**config.mk**
```make
export PLATFORM = sky130hd
export DESIGN_NAME = rtc_commit
export DESIGN_NICKNAME = d
export VERILOG_FILES = /design/src/rtl/rtc_pkg.sv /design/src/rtl/rtc_arbiter.sv /design/src/rtl/rtc_resume.sv /design/src/rtl/rtc_vector.sv /design/src/rtl/rtc_commit.sv
export SDC_FILE = /design/constraint.sdc
export NUM_CORES = 1
export LEC_CHECK = 0
export BUFFER_PORTS_ARGS = -buffer_cell sky130_fd_sc_hd__clkbuf_2
export CAP_MARGIN = 10
export CORE_UTILIZATION = 46
export DETAILED_ROUTE_END_ITERATION = 16
export PLACE_DENSITY = 0.89
export SYNTH_ARGS = -nofsm -noshare
export SYNTH_HDL_FRONTEND = slang
export SYNTH_SLANG_ARGS = --single-unit
```
**constraint.sdc**
```tcl
create_clock -name clk -period 6.69 [get_ports clk]
set_clock_uncertainty 0.2 [all_clocks]
set_input_delay 1.338 -clock clk [delete_from_list [all_inputs] [get_ports clk]]
set_output_delay 1.338 -clock clk [all_outputs]
set_load 0.05 [all_outputs]
```
**src/rtl/rtc_pkg.sv**
```systemverilog
package rtc_pkg;
  localparam int unsigned CAUSE_W = 2;

  typedef enum logic [CAUSE_W-1:0] {
    CAUSE_IRQ   = 2'd0,
    CAUSE_OVF   = 2'd1,
    CAUSE_TRAP  = 2'd2,
    CAUSE_ABORT = 2'd3
  } cause_e;

  typedef struct packed {
    logic   take;
    cause_e cause;
  } pick_t;
endpackage

```
**src/rtl/rtc_arbiter.sv**
```systemverilog
module rtc_arbiter
  import rtc_pkg::*;
(
  input  logic  retire_ok,
  input  logic  hold,
  input  logic  abort,
  input  logic  trap,
  input  logic  trap_ovf,
  input  logic  irq_req,
  input  logic  irq_en,
  output pick_t pick
);
  logic eligible;
  assign eligible = retire_ok & ~hold;

  always_comb begin
    pick.take  = 1'b0;
    pick.cause = CAUSE_IRQ;
    if (eligible) begin
      if (abort) begin
        pick.take  = 1'b1;
        pick.cause = CAUSE_ABORT;
      end else if (trap) begin
        pick.take  = 1'b1;
        pick.cause = trap_ovf ? CAUSE_OVF : CAUSE_TRAP;
      end else if (irq_req && irq_en) begin
        pick.take  = 1'b1;
        pick.cause = CAUSE_IRQ;
      end
    end
  end
endmodule

```
**src/rtl/rtc_resume.sv**
```systemverilog
module rtc_resume
  import rtc_pkg::*;
#(
  parameter int unsigned XLEN = 32
) (
  input  cause_e            cause,
  input  logic [XLEN-1:0]   pc,
  input  logic [XLEN-1:0]   next_pc,
  input  logic              taken,
  input  logic [XLEN-1:0]   target,
  input  logic              rep_more,
  output logic [XLEN-1:0]   ret_pc,
  output logic              restartable
);
  logic [XLEN-1:0] flow_pc;
  assign flow_pc = taken ? target : next_pc;

  always_comb begin
    unique case (cause)
      CAUSE_ABORT: begin
        ret_pc      = pc;
        restartable = 1'b0;
      end
      CAUSE_IRQ: begin
        ret_pc      = rep_more ? pc : flow_pc;
        restartable = 1'b1;
      end
      default: begin
        ret_pc      = flow_pc;
        restartable = 1'b1;
      end
    endcase
  end
endmodule

```
**src/rtl/rtc_vector.sv**
```systemverilog
module rtc_vector
  import rtc_pkg::*;
#(
  parameter int unsigned     XLEN       = 32,
  parameter logic [XLEN-1:0] VEC_BASE   = 'h100,
  parameter int unsigned     STRIDE_LOG = 3
) (
  input  cause_e          cause,
  output logic [XLEN-1:0] vector
);
  localparam int unsigned OFS_W = CAUSE_W + STRIDE_LOG;

  logic [OFS_W-1:0] offset;
  assign offset = {cause, {STRIDE_LOG{1'b0}}};
  assign vector = VEC_BASE + {{(XLEN-OFS_W){1'b0}}, offset};
endmodule

```
**src/rtl/rtc_commit.sv**
```systemverilog
module rtc_commit
  import rtc_pkg::*;
#(
  parameter int unsigned     XLEN       = 32,
  parameter logic [XLEN-1:0] VEC_BASE   = 'h100,
  parameter int unsigned     STRIDE_LOG = 3
) (
  input  logic                clk,
  input  logic                rst_n,
  input  logic                ret_valid,
  input  logic                ret_kill,
  input  logic [XLEN-1:0]     ret_pc,
  input  logic [XLEN-1:0]     ret_next_pc,
  input  logic                ret_taken,
  input  logic [XLEN-1:0]     ret_target,
  input  logic                ret_trap,
  input  logic                ret_trap_ovf,
  input  logic                ret_abort,
  input  logic                ret_rep_more,
  input  logic                irq_req,
  input  logic                irq_en,
  output logic                redir_valid,
  output logic [XLEN-1:0]     redir_vector,
  output logic [XLEN-1:0]     redir_ret_pc,
  output logic [CAUSE_W-1:0]  redir_cause,
  output logic                redir_restartable,
  output logic                flush
);
  logic            retire_ok;
  logic            hold_q;
  pick_t           pick;
  logic [XLEN-1:0] nxt_ret_pc;
  logic            nxt_restart;
  logic [XLEN-1:0] nxt_vector;

  assign retire_ok = ret_valid & ~ret_kill;

  rtc_arbiter u_arb (
    .retire_ok (retire_ok),
    .hold      (hold_q),
    .abort     (ret_abort),
    .trap      (ret_trap),
    .trap_ovf  (ret_trap_ovf),
    .irq_req   (irq_req),
    .irq_en    (irq_en),
    .pick      (pick)
  );

  rtc_resume #(.XLEN(XLEN)) u_res (
    .cause       (pick.cause),
    .pc          (ret_pc),
    .next_pc     (ret_next_pc),
    .taken       (ret_taken),
    .target      (ret_target),
    .rep_more    (ret_rep_more),
    .ret_pc      (nxt_ret_pc),
    .restartable (nxt_restart)
  );

  rtc_vector #(.XLEN(XLEN), .VEC_BASE(VEC_BASE), .STRIDE_LOG(STRIDE_LOG)) u_vec (
    .cause  (pick.cause),
    .vector (nxt_vector)
  );

  // Hold off redirects from the taken event until the first handler retirement.
  always_ff @(posedge clk) begin
    if (!rst_n) begin
      hold_q <= 1'b0;
    end else if (pick.take) begin
      hold_q <= 1'b1;
    end else if (retire_ok) begin
      hold_q <= 1'b0;
    end
  end

  always_ff @(posedge clk) begin
    if (!rst_n) begin
      redir_valid       <= 1'b0;
      flush             <= 1'b0;
      redir_vector      <= '0;
      redir_ret_pc      <= '0;
      redir_cause       <= '0;
      redir_restartable <= 1'b0;
    end else begin
      redir_valid <= pick.take;
      flush       <= pick.take;
      if (pick.take) begin
        redir_vector      <= nxt_vector;
        redir_ret_pc      <= nxt_ret_pc;
        redir_cause       <= pick.cause;
        redir_restartable <= nxt_restart;
      end
    end
  end
endmodule

```
# Yosys cells after proc, flatten, opt, wreduce, memory -nomap -nowiden

Cells that the tools add are included.

Bits in read-only memories: 0
Memories: 0
Memory bits (writable): 0
Flip-flop bits (word level): 69
Input port bits: 107
Bits in latches: 0
Word-level logic and storage cells: 26
Output and inout bits: 69

Multiply operators: 0
Muxes and demuxes: 11
Shift-type cells: 0
Equal/unequal tests: 1
Add/subtract/negate cells: 1
Magnitude comparators: 0
Bitwise operators: 4
Reductions and logical operators: 3
Divide/modulo/power cells: 0

Operators with widths:

| cell                                         | number |
|---|---|
| two-way mux 32 bit                           | 2 |
| case mux 32 bit (2 select lines)             | 1 |
| two-way mux 3 bit                            | 4 |
| adder 9 x 5 -> 10 bit (first input constant) | 1 |
| two-way mux 1 bit                            | 3 |
| bitwise AND 1 bit                            | 2 |
| == test 2 bit (second input constant)        | 1 |
| logical NOT 2 bit                            | 1 |
| two-way mux 2 bit                            | 1 |
| inverter 1 bit                               | 2 |
| nonzero test 2 bit                           | 1 |
| logical AND 1 bit                            | 1 |

# Depth between registers and ports, before layout

Gate-level depths: netlist (run 1).

Depth after elaboration: 7
Mapped depth: 9
Mapped depth without buffers: 7

# By module

From an unflattened synthesis (run 1), not the netlist that was laid out.

Cells, all modules: 348
Area, all modules: 3647.2 sq um

Modules (own cells, without submodules):

| module      | sequential area each (sq um) | cells an instance | instances | area an instance (sq um) |
|---|---|---|---|---|
| rtc_commit  | 1381.3                       | 223               | 1         | 2618.8 |
| rtc_resume  | 0.0                          | 83                | 1         | 739.5 |
| rtc_vector  | 0.0                          | 34                | 1         | 247.7 |
| rtc_arbiter | 0.0                          | 8                 | 1         | 41.3 |

# Worst setup path before layout (run 1)

No wires, ideal clock.

Path kind: input-to-reg
Start point: in ret_valid
End point: reg redir_ret_pc[17]
Buffers on the path: 2
Setup time: 0.088 ns
Arrival: 2.997 ns
Slack: 3.405 ns
Cell stages on the path: 7
Data required time: 6.402 ns
Cells stage by stage: nor3b_4 -> or2b_1 -> ha_1 -> clkbuf_2 -> clkbuf_1 -> o21ai_0 -> a311oi_2

Cells in the longest elaborated chain, start to end: 5
Elaborated cells on any way between the ends: 6
Classes of those cells: eq/ne: 1; mux: 2; bitwise: 2; reduce/logical: 1

RTL lines:

| item                                               | RTL line          | RTL |
|---|---|---|
| start: declaration                                 | rtc_commit.sv:10  | `input logic ret_valid,` |
| bitwise AND 1 bit (*)                              | rtc_commit.sv:36  | `assign retire_ok = ret_valid & ~ret_kill;` |
| bitwise AND 1 bit (*)                              | rtc_arbiter.sv:14 | `assign eligible = retire_ok & ~hold;` |
| two-way mux 3 bit (*)                              | rtc_arbiter.sv:19 | `if (eligible) begin` |
| == test 2 bit or logical NOT 2 bit (tied branches) | rtc_resume.sv:19  | `unique case (cause)` |
| case mux 32 bit (2 select lines)                   | rtc_resume.sv:19  |  |
| end signal: assignment                             | rtc_commit.sv:89  | `redir_ret_pc <= nxt_ret_pc;` |
| end: declaration                                   | rtc_commit.sv:24  | `output logic [XLEN-1:0] redir_ret_pc,` |

Mark *: on every way between the ends. The rest lies on a longest branch, timed or not.
A chain may end at the register's enable or synchronous reset.

# Worst setup path after layout (run 1)

Start point: in ret_kill
End point: reg redir_ret_pc[31]

Cells in the longest elaborated chain, start to end: 6
Elaborated cells on any way between the ends: 7
Classes of those cells: eq/ne: 1; mux: 2; bitwise: 3; reduce/logical: 1

RTL lines:

| item                                               | RTL line          | RTL |
|---|---|---|
| start: declaration                                 | rtc_commit.sv:11  | `input logic ret_kill,` |
| inverter 1 bit (*)                                 | rtc_commit.sv:36  |  |
| bitwise AND 1 bit (*)                              | rtc_commit.sv:36  |  |
| bitwise AND 1 bit (*)                              | rtc_arbiter.sv:14 |  |
| two-way mux 3 bit (*)                              | rtc_arbiter.sv:19 |  |
| == test 2 bit or logical NOT 2 bit (tied branches) | rtc_resume.sv:19  |  |
| case mux 32 bit (2 select lines)                   | rtc_resume.sv:19  |  |

Marked as above.

==> reports/results.txt, run 1 <==
Most used DFF post-synth: dfxtp_1
Fmax achieved: 256.0 MHz
Total setup buffers inserted after CTS: 0
Sw Share: 39.29%
IO Count: 176
Largest net degree at the start of global routing: 65
Critical Path End Type: flip-flop
Die height: 77.74 um
Post-CTS sizing: 0
Slowest stage cell, crit path: a21o_1
Share of cells above drive strength 1: 48.05%
Final min period: 3.906 ns
Vias: 2599
Sw Pwr: 254.8 uW
Area of the die: 0.006044 mm^2
Sequential share of the synthesized area: 28.83%
DR iter-0 viols: 78
Max-slew violation count: 0
WL final: 6722 um
Initial antenna violation count: 0
P_int: 393.7 uW
Pwr dens: 201.0 mW/mm^2
Congestion Overflow GR: 0
Arr. time, crit path: 3.89 ns
Combinational Power Share: 38.8%
Dpl cells: 475
Core area: 0.005507 mm^2
Vias in the first global route: 2407
Area share of the largest cell type after synthesis: 28.83%
Clock buffer depth: 2
Unique cell type count in the Yosys netlist: 31
Status: finished clean
H-tree depth: 2
Die width: 77.74 um
Drt via density: 5.392
#FFs+latches synth: 38
Ant. Diodes: 0
Port Buffers: 146
Count leader, synth: dfxtp_1
Routability cong.: 0.6914
CP peak stage delay: 0.77 ns
Clock-pin slew on the worst setup and hold paths: 0.07 ns
Min-Delay Path Class: flip-flop to flip-flop
WP data required: 6.67 ns
Critical path class: primary input to flip-flop
Hold_buf cts: 0
Max_cap viols: 0
Clk sinks: 38
Final Hold Vio Count: 0
Clock power frac: 22.4%
Largest area contributor in the netlist: dfxtp_1
CTS Buf Count: 5
Pre-antenna DRT Iters: 4
Setup TNS: 0 ns
Relative slew margins: 25.80%
CTS tree: done
FP Rows: 27
Post-synth top cells: dfxtp_1, a21oi_1, buf_4, mux2_2, nand3b_1
DP Wirelength: 4739 um
Area Overhead vs Synth: 22.24%
CP cell instances: clkbuf_2, nor3b_4, buf_4, or2b_1, inv_1, ha_1, a21o_1, nand3b_1, a311oi_2
Peak supply drop: 0.08210 mV
Clk_lat worst skew: 0.28 ns
Post-route insts no fill: 482
LEAKAGE: 1.436 nW
Crit path max fanout: 36
Post-route DRC: 0
Ys Warns: 0
Synthesized instance count: 289
Least-Margin Pin Slew: 1.113 ns
Starting density of the core: 47.92%
Fin util: 58.58%
Fill count: 508
Reg power frac: 38.8%
Wire per inst: 13.95 um
Reg area: 760.7 um^2
Post-Syn Area: 0.002639 mm^2
Post-synth EDFFs: 0
Detail Route Antenna Nets: 0
GRT Util Overall: 21.89%
Top cells by area, synth: dfxtp_1, mux2_2, buf_4
Global-route wire length before repair: 10590 um
Ys async rst share: 0%
Fin crit share: 58.39%
RSZ-0062 raised after global routing: no
Avg Inst Size Synth: 9.131 um^2
Startpoint class of the critical path: primary input
CTS Root Cell: clkbuf_8
Nets: 519
Final setup violation count: 0
Multi-input logic area: 0.001538 mm^2
## metrics by stage
stage                     worst slack (ns)  hold WS, ns  area (um^2)  power (mW)
after floorplan                      3.405       0.3017         2744      0.4642
after global placement               2.735       0.2526         3149      0.5014
after detailed placement             2.511       0.2915         3149      0.5076
after CTS                            2.795       0.3040         3226      0.6531
after global routing                 2.575       0.3269         3226      0.6834
final                                2.784       0.3015         3226      0.6485
## worst paths after layout
kind                        start               end  slack (ns)  cells past startpoint
hold / removal    redir_vector[8]   redir_vector[8]        0.30                      1
hold reg to reg   redir_vector[8]   redir_vector[8]        0.30                      1
setup reg to reg           hold_q  redir_ret_pc[31]        3.60                      8
setup / recovery         ret_kill  redir_ret_pc[31]        2.78                      9
## per-layer routing
metal  GRT usage [%]  wire, um
met5               0         0
met2           40.80      3416
met1           23.59      2742
met4           8.302       140
met3           5.294       423
## power by group through the flow
stage,clock [mW],sequential (mW),combinational [mW]
after detailed placement,0,0.257,0.251
after global placement,0,0.256,0.245
after global routing,0.161,0.253,0.269
final,0.145,0.252,0.251
after CTS,0.150,0.252,0.251
after floorplan,0,0.310,0.154
## state kept, by name, summed over array words and instances, names as in the netlist
name and count:
flush 1, hold_q 1, redir_cause 1, redir_restartable 1, redir_ret_pc 32, redir_vector 2
## critical path, delay by kind of cell
kind / cells / cell delay, ns
and+or+nand+nor: 3 / 0.69
buffers and inverters: 3 / 0.57
AOI/OAI and AO/OA: 2 / 1.11
adders and majority gates: 1 / 0.17
## layout make-up
| type | count | share of cell area [%] |
|---|---|---|
| timing repair buffer | 148 | 23.12 |
| sequential | 38 | 23.58 |
| clock buffer | 7 | 2.366 |
| inverter | 4 | 0.4655 |
| multi-input combinational | 213 | 47.67 |
| tap | 72 | 2.793 |
## layout by cell type, fill, tap and decap left out, drive strengths merged
cell	n
clkbuf	153
dfxtp	38
a311oi	32
a211oi	2
a21oi	37
a211o	1
and2b	1
o21ai	36
or2b	1
or3b	1
ha	2
o21a	1
mux2	32
nor2b	1
nand3b	32
nand2	1
inv	4
conb	29
nor2	2
buf	2
a21o	1
nor3b	1
## logic make-up after synthesis
family,share of synthesized area [%]
adders and majority gates,0.9482
DFF,28.83
buffers and inverters,16.88
other,0.1421
muxes,13.66
and+or+nand+nor,11.76
AOI/OAI and AO/OA,27.79
Note: power is estimated with default switching activity, not from simulation.
==> run 2: changes to the inputs <==
--- a/config.mk
+++ b/config.mk
@@ -7,9 +7,9 @@
 export LEC_CHECK = 0
 export BUFFER_PORTS_ARGS = -buffer_cell sky130_fd_sc_hd__clkbuf_2
 export CAP_MARGIN = 10
-export CORE_UTILIZATION = 46
+export CORE_UTILIZATION = 38
 export DETAILED_ROUTE_END_ITERATION = 16
-export PLACE_DENSITY = 0.89
+export PLACE_DENSITY = 0.79
 export SYNTH_ARGS = -nofsm -noshare
 export SYNTH_HDL_FRONTEND = slang
 export SYNTH_SLANG_ARGS = --single-unit
==> constraint.sdc (replaced) <==
create_clock -name clk -period 3.5 [get_ports clk]
set_clock_uncertainty 0.2 [all_clocks]
set_input_delay 0.7 -clock clk [delete_from_list [all_inputs] [get_ports clk]]
set_output_delay 0.7 -clock clk [all_outputs]
set_load 0.05 [all_outputs]
==> run 2 against run 1 <==
  * Routed wire length down 1.2%
  * Core utilization down 10 points
  * Combinational power rose by 93%
  * Worst hold slack got worse by 0.021 ns
  * Final cell count rose by 2.7%
  * Sequential share of layout area is 0.40 points lower
  * Power is 97% higher
  * Register-to-register slack got worse by 2.6 ns
  * Sequential power rose by 91%
  * Die area up 20%
  * Critical endpoint is now redir_ret_pc[9]
  * Largest cell class unchanged
  * Largest power group is now combinational logic
  * Highest routed layer unchanged
==> reports/results.txt, run 2 (synthesis results as in run 1) <==
IO Count: 176 (unchanged)
Peak supply drop: 0.1706 mV (was 0.08210 mV)
Nets: 523 (was 519)
Commonest non-fill, non-tap cell in the layout: clkbuf_2 (unchanged)
Area of the die: 0.007281 mm^2 (was 0.006044 mm^2)
Min-Delay Path Class: flip-flop to flip-flop (unchanged)
Routability cong.: 0.7000 (was 0.6914)
Fin crit share: 76.38%
Clk sinks: 38 (unchanged)
Critical path origin: ret_kill (unchanged)
Design area: 0.003281 mm^2 (was 0.003226 mm^2)
Largest Register: redir_ret_pc (unchanged)
Status: finished clean (unchanged)
Commonest non-fill, non-tap cells in the layout: clkbuf_2, dfxtp_1, a21oi_1 (unchanged)
Pre-antenna DRT Iters: 4 (unchanged)
CTS tree: done (unchanged)
WL final: 6640 um (was 6722 um)
Worst path depth: 7 (was 9)
Largest net degree at the start of global routing: 38 (was 65)
DP Wirelength: 4814 um (was 4739 um)
Post-CTS sizing: 0 (unchanged)
WP data required: 3.42 ns (was 6.67 ns)
Worst R2R Start: hold_q (unchanged)
Dpl cells: 487 (was 475)
H-tree depth: 2 (unchanged)
Worst R2R Setup Slack: 0.99 ns (was 3.60 ns)
CP cell instances: clkbuf_2, nor3b_4, or2b_1, ha_1, and2b_1, o21ai_0, a311oi_2 (was clkbuf_2, nor3b_4, buf_4, or2b_1, inv_1, ha_1, a21o_1, nand3b_1, a311oi_2)
Sw Pwr: 496.7 uW (was 254.8 uW)
Core area: 0.006756 mm^2 (was 0.005507 mm^2)
Clock buffer depth: 2 (unchanged)
RSZ-0062 raised after global routing: no (unchanged)
Relative slew margins: 25.53% (was 25.80%)
Wire per inst: 13.41 um (was 13.95 um)
Congestion Overflow GR: 0 (unchanged)
Max_cap viols: 0 (unchanged)
Final Hold Vio Count: 0 (unchanged)
Combinational Power Share: 38.0% (was 38.8%)
Final min period: 2.673 ns
Die width: 85.33 um (was 77.74 um)
DR iter-0 viols: 95 (was 78)
Worst R2R End: redir_ret_pc[9] (was redir_ret_pc[31])
Arr. time, crit path: 2.59 ns (was 3.89 ns)
Crit path max fanout: 32 (was 36)
Critical Path End Type: flip-flop (unchanged)
Max-slew violation count: 0 (unchanged)
Starting density of the core: 39.06% (was 47.92%)
Port Buffers: 146 (unchanged)
Drt via density: 5.303 (was 5.392)
CP peak stage delay: 0.51 ns (was 0.77 ns)
Global-route wire length before repair: 10240 um (was 10590 um)
Worst Setup EP: redir_ret_pc[9] (was redir_ret_pc[31])
P_int: 779.2 uW (was 393.7 uW)
Reg power frac: 37.7% (was 38.8%)
Vias: 2625 (was 2599)
Bufs and invs on worst path: 1 (was 3)
Final setup violation count: 0 (unchanged)
Total setup buffers inserted after CTS: 0 (unchanged)
Share of cells above drive strength 1: 48.92% (was 48.05%)
Crit-path leading delay family: simple AND/OR/NAND/NOR gates (was compound AO/OA/AOI/OAI gates)
Post-route DRC: 0 (unchanged)
Max reg flops: 32 (unchanged)
GRT Util Overall: 17.21% (was 21.89%)
Post-route insts no fill: 495 (was 482)
Ant. Diodes: 0 (unchanged)
CTS Buf Count: 5 (unchanged)
Reg2Reg Depth: 6 (was 8)
Hold_buf cts: 0 (unchanged)
Least-Margin Pin Slew: 1.117 ns (was 1.113 ns)
Slowest stage cell, crit path: and2b_1 (was a21o_1)
Fill count: 636 (was 508)
Die height: 85.33 um (was 77.74 um)
Critical path class: primary input to flip-flop (unchanged)
CTS Root Cell: clkbuf_8 (unchanged)
Area Overhead vs Synth: 24.32% (was 22.24%)
LEAKAGE: 1.466 nW (was 1.436 nW)
Fmax achieved: 374.1 MHz
Startpoint class of the critical path: primary input (unchanged)
Biggest registers after layout: redir_ret_pc (32), redir_vector (2) (unchanged)
Pwr dens: 388.9 mW/mm^2 (was 201.0 mW/mm^2)
Detail Route Antenna Nets: 0 (unchanged)
Area after DPL: 0.003189 mm^2 (was 0.003149 mm^2)
Vias in the first global route: 2288 (was 2407)
Setup TNS: 0 ns (unchanged)
Clock-pin slew on the worst setup and hold paths: 0.08 ns (was 0.07 ns)
FP Rows: 30 (was 27)
Clk_lat worst skew: 0.28 ns (about the same)
Initial antenna violation count: 0 (unchanged)
Sw Share: 38.93% (was 39.29%)
Clock power frac: 24.3% (was 22.4%)
-- run 2: cell types whose count changed in the layout (fill, tap and decap cells not counted), sizes merged --
cell,previous run,this run
buf,2,6
clkinv,0,1
-- run 2: area by class of cell --
| class | instances | area, um^2 | area share, % |
|---|---|---|---|
| multi-input cells | 213 | 1538 | 46.87 |
| repair buffers | 152 | 775.7 | 23.65 |
| flip-flops and latches | 38 | 760.7 | 23.19 |
| well taps | 80 | 100.1 | 3.051 |
| clock buffers | 7 | 86.33 | 2.632 |
| inverters | 4 | 15.01 | 0.4577 |
| clock inverters | 1 | 5.005 | 0.1526 |
-- run 2: how the worst min path moves through the flow --
stage	startpoint	to	slack [ns]	cells after the start
final	redir_vector[8]	redir_vector[8]	0.28	1
after global routing	redir_vector[8]	redir_vector[8]	0.31	1
after CTS	redir_vector[8]	redir_vector[8]	0.29	1
after detailed placement	redir_vector[8]	redir_vector[8]	0.27	1
after global placement	redir_vector[8]	redir_vector[8]	0.25	1
after floorplan	hold_q	hold_q	0.30	2
-- run 2: power groups by stage --
stage          sequential [mW]  clock [mW]  combinational, mW
4_1_cts                  0.481       0.321              0.486
3_5_place_dp             0.491           0              0.486
6_report                 0.481       0.310              0.484
2_1_floorplan            0.593           0              0.294
5_1_grt                  0.485       0.339              0.517
3_3_place_gp             0.490           0              0.477
-- run 2: layer usage --
| metal | vias to the layer above | part of all wire (%) | GRT usage, % |
|---|---|---|---|
| met5 | - | 0 | 0 |
| met4 | 0 | 0.66 | 3.636 |
| met3 | 7 | 6.8 | 4.572 |
| met1 | 1229 | 42 | 19.75 |
| li1 | 1270 | - | - |
| met2 | 119 | 51 | 31.96 |
-- run 2: stage by stage --
stage	setup slack, ns	hold WS (ns)	util, %	power, mW
detailed placement	0.5017	0.2665	47.20	0.9766
finish	0.8268	0.2804	48.56	1.276
CTS	0.8173	0.2852	48.56	1.289
global placement	0.6397	0.2534	47.20	0.9675
global route	0.6994	0.3085	48.56	1.341
floorplan	0.8529	0.3017	-	0.8872
==> run 3: changes to the inputs <==
--- a/config.mk
+++ b/config.mk
@@ -7,9 +7,9 @@
 export LEC_CHECK = 0
 export BUFFER_PORTS_ARGS = -buffer_cell sky130_fd_sc_hd__clkbuf_2
 export CAP_MARGIN = 10
-export CORE_UTILIZATION = 38
+export CORE_UTILIZATION = 42
 export DETAILED_ROUTE_END_ITERATION = 16
-export PLACE_DENSITY = 0.79
+export PLACE_DENSITY = 0.82
 export SYNTH_ARGS = -nofsm -noshare
 export SYNTH_HDL_FRONTEND = slang
 export SYNTH_SLANG_ARGS = --single-unit
==> constraint.sdc (replaced) <==
create_clock -name clk -period 2.5 [get_ports clk]
set_clock_uncertainty 0.2 [all_clocks]
set_input_delay 0.5 -clock clk [delete_from_list [all_inputs] [get_ports clk]]
set_output_delay 0.5 -clock clk [all_outputs]
set_load 0.05 [all_outputs]
==> run 3 against run 2 <==
  * Core utilization grew 7.3 points
  * Design area is 1.9% higher
  * Critical path type is now flip-flop to flip-flop
  * Critical path depth is 1 lower
  * Die area fell by 9.3%
  * Register-to-register slack worse by 0.71 ns
  * Sequential share of layout area shrank 0.44 points
==> reports/results.txt, run 3 (synthesis results as in run 1) <==
Clk sinks: 38 (unchanged)
Max_cap viols: 0 (unchanged)
Wire per inst: 14.07 um (was 13.41 um)
Commonest non-fill, non-tap cells in the layout: clkbuf_2, dfxtp_1, a21oi_1 (unchanged)
Die height: 81.27 um (was 85.33 um)
Largest Register: redir_ret_pc (unchanged)
Clock-pin slew on the worst setup and hold paths: 0.07 ns (was 0.08 ns)
Reg area: 760.7 um^2 (unchanged)
Clock buffer depth: 2 (unchanged)
Drt via density: 5.347 (was 5.303)
IO Count: 176 (unchanged)
Global-route wire length before repair: 10650 um (was 10240 um)
Max Used Layer: met4 (unchanged)
FP Rows: 28 (was 30)
Max reg flops: 32 (unchanged)
Initial antenna violation count: 0 (unchanged)
Vias: 2652 (was 2625)
Post-route insts no fill: 496 (was 495)
Area Overhead vs Synth: 26.74% (was 24.32%)
Total setup buffers inserted after CTS: 0 (unchanged)
CP peak stage delay: 0.38 ns (was 0.51 ns)
Dpl cells: 488 (was 487)
Met3 routed WL: 446 um (was 449 um)
Fill count: 572 (was 636)
CTS Buf Count: 5 (unchanged)
DR iter-0 viols: 89 (was 95)
Critical path origin: hold_q (was ret_kill)
Starting density of the core: 44.05% (was 39.06%)
Sw Pwr: 705.8 uW (was 496.7 uW)
PnR Total Power: 1.813 mW (was 1.276 mW)
Detail Route Antenna Nets: 0 (unchanged)
Least-Margin Pin Slew: 0.7223 ns (was 1.117 ns)
Multi-input logic area: 0.001538 mm^2 (unchanged)
Post-CTS sizing: 0 (unchanged)
Max-slew violation count: 0 (unchanged)
Crit path max fanout: 36 (was 32)
Port Buffers: 146 (unchanged)
Ant. Diodes: 0 (unchanged)
P_int: 1.107 mW (was 779.2 uW)
Area of the die: 0.006604 mm^2 (was 0.007281 mm^2)
Worst Hold Path EP: redir_vector[8] (unchanged)
Post-route DRC: 0 (unchanged)
Largest net degree at the start of global routing: 38 (unchanged)
Critical path class: flip-flop to flip-flop (was primary input to flip-flop)
Clk_lat worst skew: 0.28 ns (about the same)
Reg2Reg Depth: 6 (unchanged)
LEAKAGE: 1.503 nW (was 1.466 nW)
H-tree depth: 2 (unchanged)
RSZ-0062 raised after global routing: no (unchanged)
Routability cong.: 0.7515 (was 0.7000)
Relative slew margins: 51.78% (was 25.53%)
Fin crit share: 88.95%
Biggest registers after layout: redir_ret_pc (32), redir_vector (2) (unchanged)
Hold_buf cts: 0 (unchanged)
Worst R2R End: redir_ret_pc[17] (was redir_ret_pc[9])
WL final: 6977 um (was 6640 um)
GRT Util Overall: 20.70% (was 17.21%)
Combinational Power Share: 38.8% (was 38.0%)
DP Wirelength: 5208 um (was 4814 um)
Clock power frac: 24.0% (was 24.3%)
Pwr dens: 542.0 mW/mm^2 (was 388.9 mW/mm^2)
Final min period: 2.224 ns
Final setup violation count: 0 (unchanged)
Reg power frac: 37.2% (was 37.7%)
Met2 wire length: 3597 um (was 3390 um)
Peak supply drop: 0.2890 mV (was 0.1706 mV)
Slowest stage cell, crit path: ha_1 (was and2b_1)
Commonest non-fill, non-tap cell in the layout: clkbuf_2 (unchanged)
Core area: 0.005991 mm^2 (was 0.006756 mm^2)
Worst R2R Start: hold_q (unchanged)
CP cell instances: nor3b_4, or2b_1, ha_1, buf_12, nand3b_1, a311oi_2 (was clkbuf_2, nor3b_4, or2b_1, ha_1, and2b_1, o21ai_0, a311oi_2)
Congestion Overflow GR: 0 (unchanged)
Final Hold Vio Count: 0 (unchanged)
Vias in the first global route: 2495 (was 2288)
Startpoint class of the critical path: flip-flop (was primary input)
Nets: 529 (was 523)
Worst R2R Setup Slack: 0.28 ns (was 0.99 ns)
Die width: 81.27 um (was 85.33 um)
Critical Path End Type: flip-flop (unchanged)
Pre-antenna DRT Iters: 4 (unchanged)
Share of cells above drive strength 1: 49.64% (was 48.92%)
Status: finished clean (unchanged)
Fmax achieved: 449.7 MHz
Arr. time, crit path: 2.22 ns (was 2.59 ns)
Met1 WL: 2827 um (was 2756 um)
Worst hold path depth: 2 (was 1)
Setup TNS: 0 ns (unchanged)
Min-Delay Path Class: primary input to flip-flop (was flip-flop to flip-flop)
CTS Root Cell: clkbuf_8 (unchanged)
Worst Min Path Start: rst_n (was redir_vector[8])
CTS tree: done (unchanged)
WP data required: 2.50 ns (was 3.42 ns)
Sw Share: 38.94% (was 38.93%)
==> run 3: changes by cell type in the layout (fill, tap and decap cells not counted) <==
cell    before  now
buf_4        6   10
buf_12       0    2
==> run 3: metal layers <==
metal / up-vias / GRT usage [%]
met4: 0 / 7.143
met5: - / 0
met3: 11 / 4.045
met2: 124 / 39.42
met1: 1232 / 22.35
li1: 1285 / -
==> run 3: through the flow <==
stage	hold slack (ns)	worst slack (ns)	util (%)	instance area [um^2]
3_5_place_dp	0.2625	0.01405	54.30	3253
4_1_cts	0.2340	0.2490	55.83	3344
2_1_floorplan	0.3017	0.05292	-	2744
6_report	0.2438	0.2762	55.83	3344
3_3_place_gp	0.2547	0.1006	54.30	3253
5_1_grt	0.2454	0.1661	55.83	3344
==> run 3: power groups by stage <==
stage               clock network, mW  logic (mW)  registers, mW
finish                          0.436       0.703          0.674
detailed placement                  0       0.703          0.687
global placement                    0       0.687          0.686
floorplan                           0       0.412          0.831
global route                    0.468       0.755          0.678
CTS                             0.447       0.703          0.674
==> run 3: layout make-up <==
class	count	share of cell area, %
Multi-Input combinational cell	213	45.98
Timing Repair Buffer	158	25.29
Sequential cell	38	22.75
Tap cell	75	2.806
Clock buffer	7	2.581
Inverter	4	0.4489
Clock inverter	1	0.1496
==> run 3: worst max path at each step <==
stage	end	slack (ns)	depth (start not counted)
floorplan	redir_ret_pc[17]	0.05	7
global placement	redir_ret_pc[31]	0.10	7
detailed placement	redir_ret_pc[6]	0.01	7
CTS	redir_ret_pc[17]	0.25	6
global route	redir_ret_pc[21]	0.17	6
finish	redir_ret_pc[17]	0.28	6
==> run 3: critical path: cells and delay by family (launching register included) <==
kind,cells,cell delay [ns]
flops,1,0.35
compound gates,1,0.27
buf+inv,1,0.19
simple gates,3,0.74
fa+ha+maj,1,0.38
